**src/rtl/pfd_pkg.sv**
```systemverilog
package pfd_pkg;
  typedef enum logic [1:0] {FK_DATA, FK_PAUSE, FK_PFC} frame_kind_e;

  typedef struct packed {
    logic       valid;
    logic       sop;
    logic       eop;
    logic [7:0] data;
  } beat_t;

  localparam logic [47:0] CTRL_MCAST   = 48'h0180C2000001;
  localparam logic [15:0] CTRL_TYPE    = 16'h8808;
  localparam logic [15:0] OP_LINK      = 16'h0001;
  localparam logic [15:0] OP_CLASS     = 16'h0101;
  localparam int          HDR_BYTES    = 16;              // delay depth = bytes to decide
  localparam int          PAY_BYTES    = 18;              // bytes 16..33 captured
  localparam int          LINK_MIN_EOP = HDR_BYTES + 2;   // end beat index for PAUSE
  localparam int          CLS_MIN_EOP  = HDR_BYTES + PAY_BYTES;

  // Byte p (0 = first on the wire) of a 48-bit address
  function automatic logic [7:0] addr_byte(input logic [47:0] a, input int p);
    return a[8*(5-p) +: 8];
  endfunction

  function automatic frame_kind_e classify_op(input logic [15:0] op);
    if (op == OP_LINK)  return FK_PAUSE;
    if (op == OP_CLASS) return FK_PFC;
    return FK_DATA;
  endfunction

  // Pause quanta converted to clock cycles
  function automatic logic [31:0] pause_cycles(input logic [15:0] q, input int unsigned per);
    return 32'(q) * 32'(per);
  endfunction
endpackage

```
**src/rtl/pfd_parse.sv**
```systemverilog
module pfd_parse
  import pfd_pkg::*;
#(
  parameter int NUM_CLASSES = 8
) (
  input  logic                        clk,
  input  logic                        rst_n,
  input  logic                        in_valid,
  input  logic                        in_sop,
  input  logic                        in_eop,
  input  logic [7:0]                  in_data,
  input  logic [47:0]                 cfg_station_addr,
  input  logic                        cfg_fwd_pause,
  input  logic                        cfg_fwd_pfc,
  output logic                        ev_decide,
  output logic                        dec_drop,
  output logic                        ev_pause_load,
  output logic [15:0]                 pause_quanta,
  output logic                        ev_pfc_load,
  output logic [NUM_CLASSES-1:0]      pfc_enable,
  output logic [NUM_CLASSES-1:0][15:0] pfc_quanta
);
  logic [5:0]  idx_q, pos;
  logic        mc_q, st_q, ty_q, mc_n, st_n, ty_n, hit;
  logic [7:0]  op_hi_q;
  frame_kind_e kind_q, kind_now;
  logic [7:0]  pay_q [PAY_BYTES];

  assign pos = in_sop ? 6'd0 : idx_q;

  always_comb begin
    mc_n = mc_q;
    st_n = st_q;
    ty_n = ty_q;
    if (pos < 6'd6) begin
      mc_n = (in_data == addr_byte(CTRL_MCAST, int'(pos))) && (pos == 6'd0 || mc_q);
      st_n = (in_data == addr_byte(cfg_station_addr, int'(pos))) && (pos == 6'd0 || st_q);
    end
    if (pos == 6'd12)      ty_n = (in_data == CTRL_TYPE[15:8]);
    else if (pos == 6'd13) ty_n = ty_q && (in_data == CTRL_TYPE[7:0]);
  end

  assign hit       = (mc_q || st_q) && ty_q;
  assign kind_now  = hit ? classify_op({op_hi_q, in_data}) : FK_DATA;
  assign ev_decide = in_valid && (pos == 6'(HDR_BYTES - 1));
  assign dec_drop  = ((kind_now == FK_PAUSE) && !cfg_fwd_pause) ||
                     ((kind_now == FK_PFC)   && !cfg_fwd_pfc);

  always_ff @(posedge clk) begin
    if (!rst_n) begin
      idx_q   <= '0;
      mc_q    <= 1'b0;
      st_q    <= 1'b0;
      ty_q    <= 1'b0;
      op_hi_q <= '0;
      kind_q  <= FK_DATA;
      for (int k = 0; k < PAY_BYTES; k++) pay_q[k] <= '0;
    end else if (in_valid) begin
      idx_q <= (pos == 6'd63) ? pos : pos + 6'd1;
      mc_q  <= mc_n;
      st_q  <= st_n;
      ty_q  <= ty_n;
      if (pos == 6'd14) op_hi_q <= in_data;
      if (in_sop) kind_q <= FK_DATA;
      else if (pos == 6'(HDR_BYTES - 1)) kind_q <= kind_now;
      for (int k = 0; k < PAY_BYTES; k++)
        if (pos == 6'(HDR_BYTES + k)) pay_q[k] <= in_data;
    end
  end

  assign ev_pause_load = in_valid && in_eop && (kind_q == FK_PAUSE) && (pos >= 6'(LINK_MIN_EOP));
  assign ev_pfc_load   = in_valid && in_eop && (kind_q == FK_PFC)   && (pos >= 6'(CLS_MIN_EOP));
  assign pause_quanta  = {pay_q[0], pay_q[1]};

  for (genvar n = 0; n < NUM_CLASSES; n++) begin : g_cls
    assign pfc_enable[n] = pay_q[1][n];
    assign pfc_quanta[n] = {pay_q[2 + 2*n], pay_q[3 + 2*n]};
  end

  // a timer load can only come from a completed frame, never from a first beat
  assert_load_not_at_start_R3: assert property (@(posedge clk) disable iff (!rst_n)
    (ev_pause_load || ev_pfc_load) |-> !in_sop);
endmodule

```
**src/rtl/pfd_qtimer.sv**
```systemverilog
module pfd_qtimer
  import pfd_pkg::*;
#(
  parameter int QUANTUM_CYCLES = 64
) (
  input  logic        clk,
  input  logic        rst_n,
  input  logic        load,
  input  logic [15:0] quanta,
  output logic        busy
);
  localparam int CW = 16 + $clog2(QUANTUM_CYCLES + 1);
  logic [CW-1:0] cnt_q;

  always_ff @(posedge clk) begin
    if (!rst_n)              cnt_q <= '0;
    else if (load)           cnt_q <= CW'(pause_cycles(quanta, QUANTUM_CYCLES));
    else if (cnt_q != '0)    cnt_q <= cnt_q - 1'b1;
  end

  assign busy = (cnt_q != '0);

  assert_xon_clear_R8: assert property (@(posedge clk) disable iff (!rst_n)
    (load && quanta == 16'd0) |=> !busy);
  assert_load_start_R3: assert property (@(posedge clk) disable iff (!rst_n)
    (load && quanta != 16'd0) |=> busy);
  assert_countdown_R5: assert property (@(posedge clk) disable iff (!rst_n)
    (!load && busy) |=> (cnt_q == $past(cnt_q) - 1'b1));
endmodule

```
**src/rtl/pfd_delay.sv**
```systemverilog
module pfd_delay
  import pfd_pkg::*;
(
  input  logic       clk,
  input  logic       rst_n,
  input  logic       in_valid,
  input  logic       in_sop,
  input  logic       in_eop,
  input  logic [7:0] in_data,
  input  logic       ev_decide,
  input  logic       dec_drop,
  output logic       out_valid,
  output logic       out_sop,
  output logic       out_eop,
  output logic [7:0] out_data
);
  beat_t stage_q [HDR_BYTES];
  beat_t tail;
  logic  drop_q;

  assign tail = stage_q[HDR_BYTES-1];

  always_ff @(posedge clk) begin
    if (!rst_n) begin
      for (int k = 0; k < HDR_BYTES; k++) stage_q[k] <= '0;
      drop_q <= 1'b0;
    end else begin
      stage_q[0] <= '{valid: in_valid, sop: in_sop, eop: in_eop, data: in_data};
      for (int k = 1; k < HDR_BYTES; k++) stage_q[k] <= stage_q[k-1];
      // a new decision wins over the end of the frame leaving in the same cycle
      if (ev_decide)                   drop_q <= dec_drop;
      else if (tail.valid && tail.eop) drop_q <= 1'b0;
    end
  end

  assign out_valid = tail.valid && !drop_q;
  assign out_sop   = tail.sop   && !drop_q;
  assign out_eop   = tail.eop   && !drop_q;
  assign out_data  = tail.data;

  assert_latency_R1: assert property (@(posedge clk) disable iff (!rst_n)
    out_valid |-> $past(in_valid, HDR_BYTES));
  assert_sop_latency_R1: assert property (@(posedge clk) disable iff (!rst_n)
    (out_valid && out_sop) |-> $past(in_sop, HDR_BYTES));
  assert_decide_before_release_R9: assert property (@(posedge clk) disable iff (!rst_n)
    ev_decide |=> (tail.valid && tail.sop));
endmodule

```
**src/rtl/rx_pause_ctl.sv**
```systemverilog
module rx_pause_ctl
  import pfd_pkg::*;
#(
  parameter int NUM_CLASSES    = 8,
  parameter int QUANTUM_CYCLES = 64
) (
  input  logic                   clk,
  input  logic                   rst_n,
  input  logic                   in_valid,
  input  logic                   in_sop,
  input  logic                   in_eop,
  input  logic [7:0]             in_data,
  input  logic [47:0]            cfg_station_addr,
  input  logic                   cfg_auto_halt,
  input  logic                   cfg_fwd_pause,
  input  logic                   cfg_fwd_pfc,
  output logic                   out_valid,
  output logic                   out_sop,
  output logic                   out_eop,
  output logic [7:0]             out_data,
  output logic [NUM_CLASSES-1:0] rx_class_pause,
  output logic                   rx_link_pause,
  output logic                   tx_halt
);
  logic                         ev_decide, dec_drop, ev_pause_load, ev_pfc_load;
  logic [15:0]                  pause_quanta;
  logic [NUM_CLASSES-1:0]       pfc_enable;
  logic [NUM_CLASSES-1:0][15:0] pfc_quanta;

  pfd_parse #(.NUM_CLASSES(NUM_CLASSES)) u_parse (
    .clk(clk), .rst_n(rst_n),
    .in_valid(in_valid), .in_sop(in_sop), .in_eop(in_eop), .in_data(in_data),
    .cfg_station_addr(cfg_station_addr),
    .cfg_fwd_pause(cfg_fwd_pause), .cfg_fwd_pfc(cfg_fwd_pfc),
    .ev_decide(ev_decide), .dec_drop(dec_drop),
    .ev_pause_load(ev_pause_load), .pause_quanta(pause_quanta),
    .ev_pfc_load(ev_pfc_load), .pfc_enable(pfc_enable), .pfc_quanta(pfc_quanta)
  );

  pfd_delay u_delay (
    .clk(clk), .rst_n(rst_n),
    .in_valid(in_valid), .in_sop(in_sop), .in_eop(in_eop), .in_data(in_data),
    .ev_decide(ev_decide), .dec_drop(dec_drop),
    .out_valid(out_valid), .out_sop(out_sop), .out_eop(out_eop), .out_data(out_data)
  );

  pfd_qtimer #(.QUANTUM_CYCLES(QUANTUM_CYCLES)) u_link (
    .clk(clk), .rst_n(rst_n),
    .load(ev_pause_load), .quanta(pause_quanta), .busy(rx_link_pause)
  );

  for (genvar n = 0; n < NUM_CLASSES; n++) begin : g_tmr
    pfd_qtimer #(.QUANTUM_CYCLES(QUANTUM_CYCLES)) u_cls (
      .clk(clk), .rst_n(rst_n),
      .load(ev_pfc_load && pfc_enable[n]), .quanta(pfc_quanta[n]),
      .busy(rx_class_pause[n])
    );

    assert_class_cause_R6: assert property (@(posedge clk) disable iff (!rst_n)
      $rose(rx_class_pause[n]) |-> $past(ev_pfc_load && pfc_enable[n]));
  end

  assign tx_halt = cfg_auto_halt && rx_link_pause;

  assert_pfc_no_link_R7: assert property (@(posedge clk) disable iff (!rst_n)
    (ev_pfc_load && !rx_link_pause) |=> !rx_link_pause);
endmodule

```
**config.mk**
```make
export PLATFORM = sky130hd
export DESIGN_NAME = rx_pause_ctl
export DESIGN_NICKNAME = d
export VERILOG_FILES = /design/src/rtl/pfd_pkg.sv /design/src/rtl/pfd_parse.sv /design/src/rtl/pfd_qtimer.sv /design/src/rtl/pfd_delay.sv /design/src/rtl/rx_pause_ctl.sv
export SDC_FILE = /design/constraint.sdc
export NUM_CORES = 1
export LEC_CHECK = 0
export ABC_AREA = 1
export ABC_CLOCK_PERIOD_IN_PS = 4460
export BUFFER_PORTS_ARGS = -buffer_cell sky130_fd_sc_hd__buf_4
export CAP_MARGIN = 15
export CORE_MARGIN = 10
export CORE_UTILIZATION = 50
export DETAILED_ROUTE_END_ITERATION = 16
export GPL_ROUTABILITY_DRIVEN = 0
export HOLD_SLACK_MARGIN = 0.02
export PLACE_DENSITY = 0.67
export SYNTH_ARGS = -nofsm -noshare
export SYNTH_HDL_FRONTEND = slang
export SYNTH_SLANG_ARGS = --single-unit
```
**constraint.sdc**
```tcl
create_clock -name clk -period 4.46 [get_ports clk]
set_input_delay 0 -clock clk [delete_from_list [all_inputs] [get_ports clk]]
set_output_delay 0 -clock clk [all_outputs]
set_load 0.01 [all_outputs]
```
==> summary.md <==
| Metric | Value |
|---|---|
| Worst Skew | 0.0265 ns |
| Internal Power | 11.2 mW |
| First-pass GRT wire length | 87600 um |
| CP arrival | 4.71 ns |
| Number of synthesized flops with an enable pin | 144 |
| GR Util met1 | 24.1% |
| Outcome | complete, no violations |
| Clock power frac | 27.3% |
| Core area | 46700 sq um |
| CP Capture Type | flop |
| Setup WS pre-CTS | 1.31 ns |
| Antenna violations before repair | 2 |
| Worst path buffer plus inverter count | 6 |
| Yosys reg bits | 547 |
| Post-Syn Instances | 3003 |
| Rows | 79 |
| CP max stage cell | dlygate4sd3_1 |
| Met3 usage | 2.77% |
| I/O Buffers | 84 |
| Post-Syn Area | 23600 sq um |
| # H-tree levels | 2 |
| Hold buffer count at CTS | 25 |
| WL/cell | 14.3 um |
| Post-DP HPWL | 35500 um |
| Final hold vios | 0 |
| Crit path required time | 5.01 ns |
| Worst setup margin | 0.301 ns |
| Mean post-synth cell area | 7.87 sq um |
| Synth area leader | dfxtp_1 |
| Largest family of logic cells by synthesized area | simple AND/OR/NAND/NOR gates |
| Post-CTS Resized | 0 |
| CP Depth | 19 |
| Unrepaired setup endpoints after global routing | false |
| Tot Pwr | 17.8 mW |
| Post-route DRC | 0 |
| GRT Total Usage | 18.5% |
| Initial Util | 50.7% |
| Hold depth | 4 |
| Combinational Power Share | 35.5% |
| Die area | 56400 sq um |
| Top_reg_cell synth | dfxtp_1 |
| Fmax | 240 MHz |
| Post-synthesis compound-gate area fraction | 7.63% |
| CP max FO | 21 |
| Hold WS | 0.166 ns |
| M2 GR Usage | 31.1% |
| Delay-heaviest family, CP | buffers and inverters |
| XOR/XNOR share of the synthesized area | 3.63% |
| Ys Warns | 0 |
| Post-CTS Setup Bufs | 0 |
| Final Cycle Share | 93.3% |
| PwrDens | 660 nW/um^2 |
| DR vias | 19100 |
| Simple-Gate Fraction of Synth Area | 26.3% |
| Switching share of power | 37.0% |
| TritonRoute pass-1 iters | 6 |
| Clock latency on the worst-skew pair | 0.62 ns |
| Cts bufs inserted | 55 |
| Largest buffer count on any clock path | 3 |
| Top Usage Layer GRT | met2 |
| Setup-failing EPs final | 0 |
| Peak supply drop | 405 uV |
| Most numerous cell on the critical path | nand2_1 |
| Slew HR | 21.4% |
| Crit-path max cell delay | 0.56 ns |
| Setup TNS Final | 0 ns |
| Largest cells by area after synthesis | dfxtp_1 34%, edfxtp_1 18%, nand2_1 10%, nor2_1 7.5%, inv_1 7.0% |
| Post-route antenna net violation count | 0 |
| Final WL | 53500 um |
| Starting DRT DRC Count | 1570 |
| CTS tree | done |
| I/O pin count | 85 |
| Period minus WS final | 4.16 ns |
| Yosys cell types | 54 |
| Synth cell count leaders | 640 x nand2_1, 470 x nor2_1, 441 x inv_1 |
| Post-Syn Nets | 3082 |
| Worst-path clk slew | 0.07 ns |
| Mux contribution to synthesized area | 0% |
| Max-slew violation count | 0 |
| Seq pwr share | 37.1% |
| Fraction of layout cells with a size suffix above 1 | 8.00% |
| Die H | 237 um |
| Seq/Total Area, Yosys | 52.4% |
| Vias in the first global route | 18200 |
| Post-Synth Adder-Cell Area | 0.794% |
| Worst setup SP type | flop |
| Max_cap viols | 0 |
| Layout overhead on the synthesized area | 13.9% |
| Largest net degree at the start of global routing | 187 |
| Post-DR vias/cell | 5.11 |
| Cell with the most instances after synthesis | nand2_1 |
| Root buffer cell | clkbuf_16 |
| Worst Hold Class | primary input to flop |
| CP cell instances | inv_2 -> nor2_4 -> ha_1 -> inv_1 -> nand2_2 -> nor2_4 -> nand2_1 -> nand2_1 -> dlygate4sd3_1 -> inv_1 -> nand2_1 -> nand2_1 -> nand2_1 -> nand2_1 -> nor2_1 -> dlygate4sd3_1 -> nand2_1 -> dlygate4sd3_1 -> a21oi_1 |
| Post-layout nets | 3168 |
| Crit path kind | flop to flop |
| Leak | 12.9 nW |
| Clock net sink count | 547 |
| Remaining Overflow, GRT | 0 |
| Async SR Flop Fraction | 0% |
| Slew @ Worst Pin | 1.18 ns |
| Die width | 237 um |
| Switching Power | 6.58 mW |
| R2R cell count | 19 |
| Share of the synthesized area in the top cell type | 34.1% |
[worst paths after layout]
path                     startpoint               endpoint  slack [ns]
max reg2reg        u_parse.idx_q[1]           u_parse.st_q        0.30
min reg2reg  u_delay.stage_q[0][85]  u_delay.stage_q[1][8]        0.40
max                u_parse.idx_q[1]           u_parse.st_q        0.30
min                          in_eop  u_delay.stage_q[0][8]        0.17
[cell families after synthesis]
kind of cell	Yosys count
AOI/OAI and AO/OA	326
DFF	547
and+or+nand+nor	1465
buffers and inverters	552
adders and majority gates	15
xor gates and xnor gates	98
[power by group through the flow]
stage                     Clock [mW]  Sequential, mW  Combinational [mW]
after floorplan                    0            6.51                5.03
after global placement             0            6.65                6.03
after detailed placement           0            6.68                6.21
after CTS                       4.98            6.58                6.29
after global routing            5.16            6.72                7.25
final                           4.86            6.60                6.32
[sequential cells by signal, indices dropped and copies added (netlist names)]
name / count
g_tmr.u_cls.cnt_q: 184
u_delay.stage_q: 176
u_parse.pay_q: 144
u_link.cnt_q: 23
u_parse.op_hi_q: 8
u_parse.idx_q: 6
u_parse.kind_q: 2
u_delay.drop_q: 1
u_parse.mc_q: 1
u_parse.st_q: 1
u_parse.ty_q: 1
[stage by stage]
stage	std cells	cell area, sq um	utilization, %
final	3744	26900	57.7
after global routing	3744	26900	57.7
after CTS	3741	26900	57.6
after detailed placement	3612	24700	52.9
after global placement	3612	24700	52.9
after floorplan	3003	23600	-
[layer usage]
| metal | share of wire (%) | vias up | routed length (um) |
|---|---|---|---|
| met3 | 5.7 | 94 | 3070 |
| met5 | 0.013 | - | 7 |
| met2 | 47 | 515 | 25200 |
| met1 | 45 | 8811 | 24100 |
| met4 | 2.2 | 2 | 1180 |
| li1 | - | 9719 | - |
[layout make-up]
class	count	area (sq um)
fillers	4255	19700
flip-flops and latches	547	12400
multi-input cells	1904	9080
inverters	462	1740
clock buffers	67	1490
repair buffers	119	1010
well taps	607	759
clock inverters	37	459
diodes	1	2.50
[placed cells by master, fill, tap and decap left out, drive strengths merged, types with 33 or more instances in the layout]
| cell type | instances |
|---|---|
| edfxtp | 144 |
| nand2 | 651 |
| inv | 460 |
| clkbuf | 68 |
| nor2 | 477 |
| a21oi | 177 |
| nand4 | 59 |
| nor3 | 74 |
| xnor2 | 33 |
| dfxtp | 403 |
| xor2 | 65 |
| nand3 | 146 |
| o21ai | 88 |
| buf | 93 |
[worst register-to-register path, stage by stage, from the launching register on]
cell and delay, ns:
dfxtp_1 0.55, inv_2 0.10, nor2_4 0.40, ha_1 0.37
inv_1 0.08, nand2_2 0.11, nor2_4 0.21, nand2_1 0.07
nand2_1 0.06, dlygate4sd3_1 0.54, inv_1 0.05, nand2_1 0.06
nand2_1 0.05, nand2_1 0.05, nand2_1 0.05, nor2_1 0.07
dlygate4sd3_1 0.55, nand2_1 0.06, dlygate4sd3_1 0.56, a21oi_1 0.11
Power figures use the tool's default switching activity.
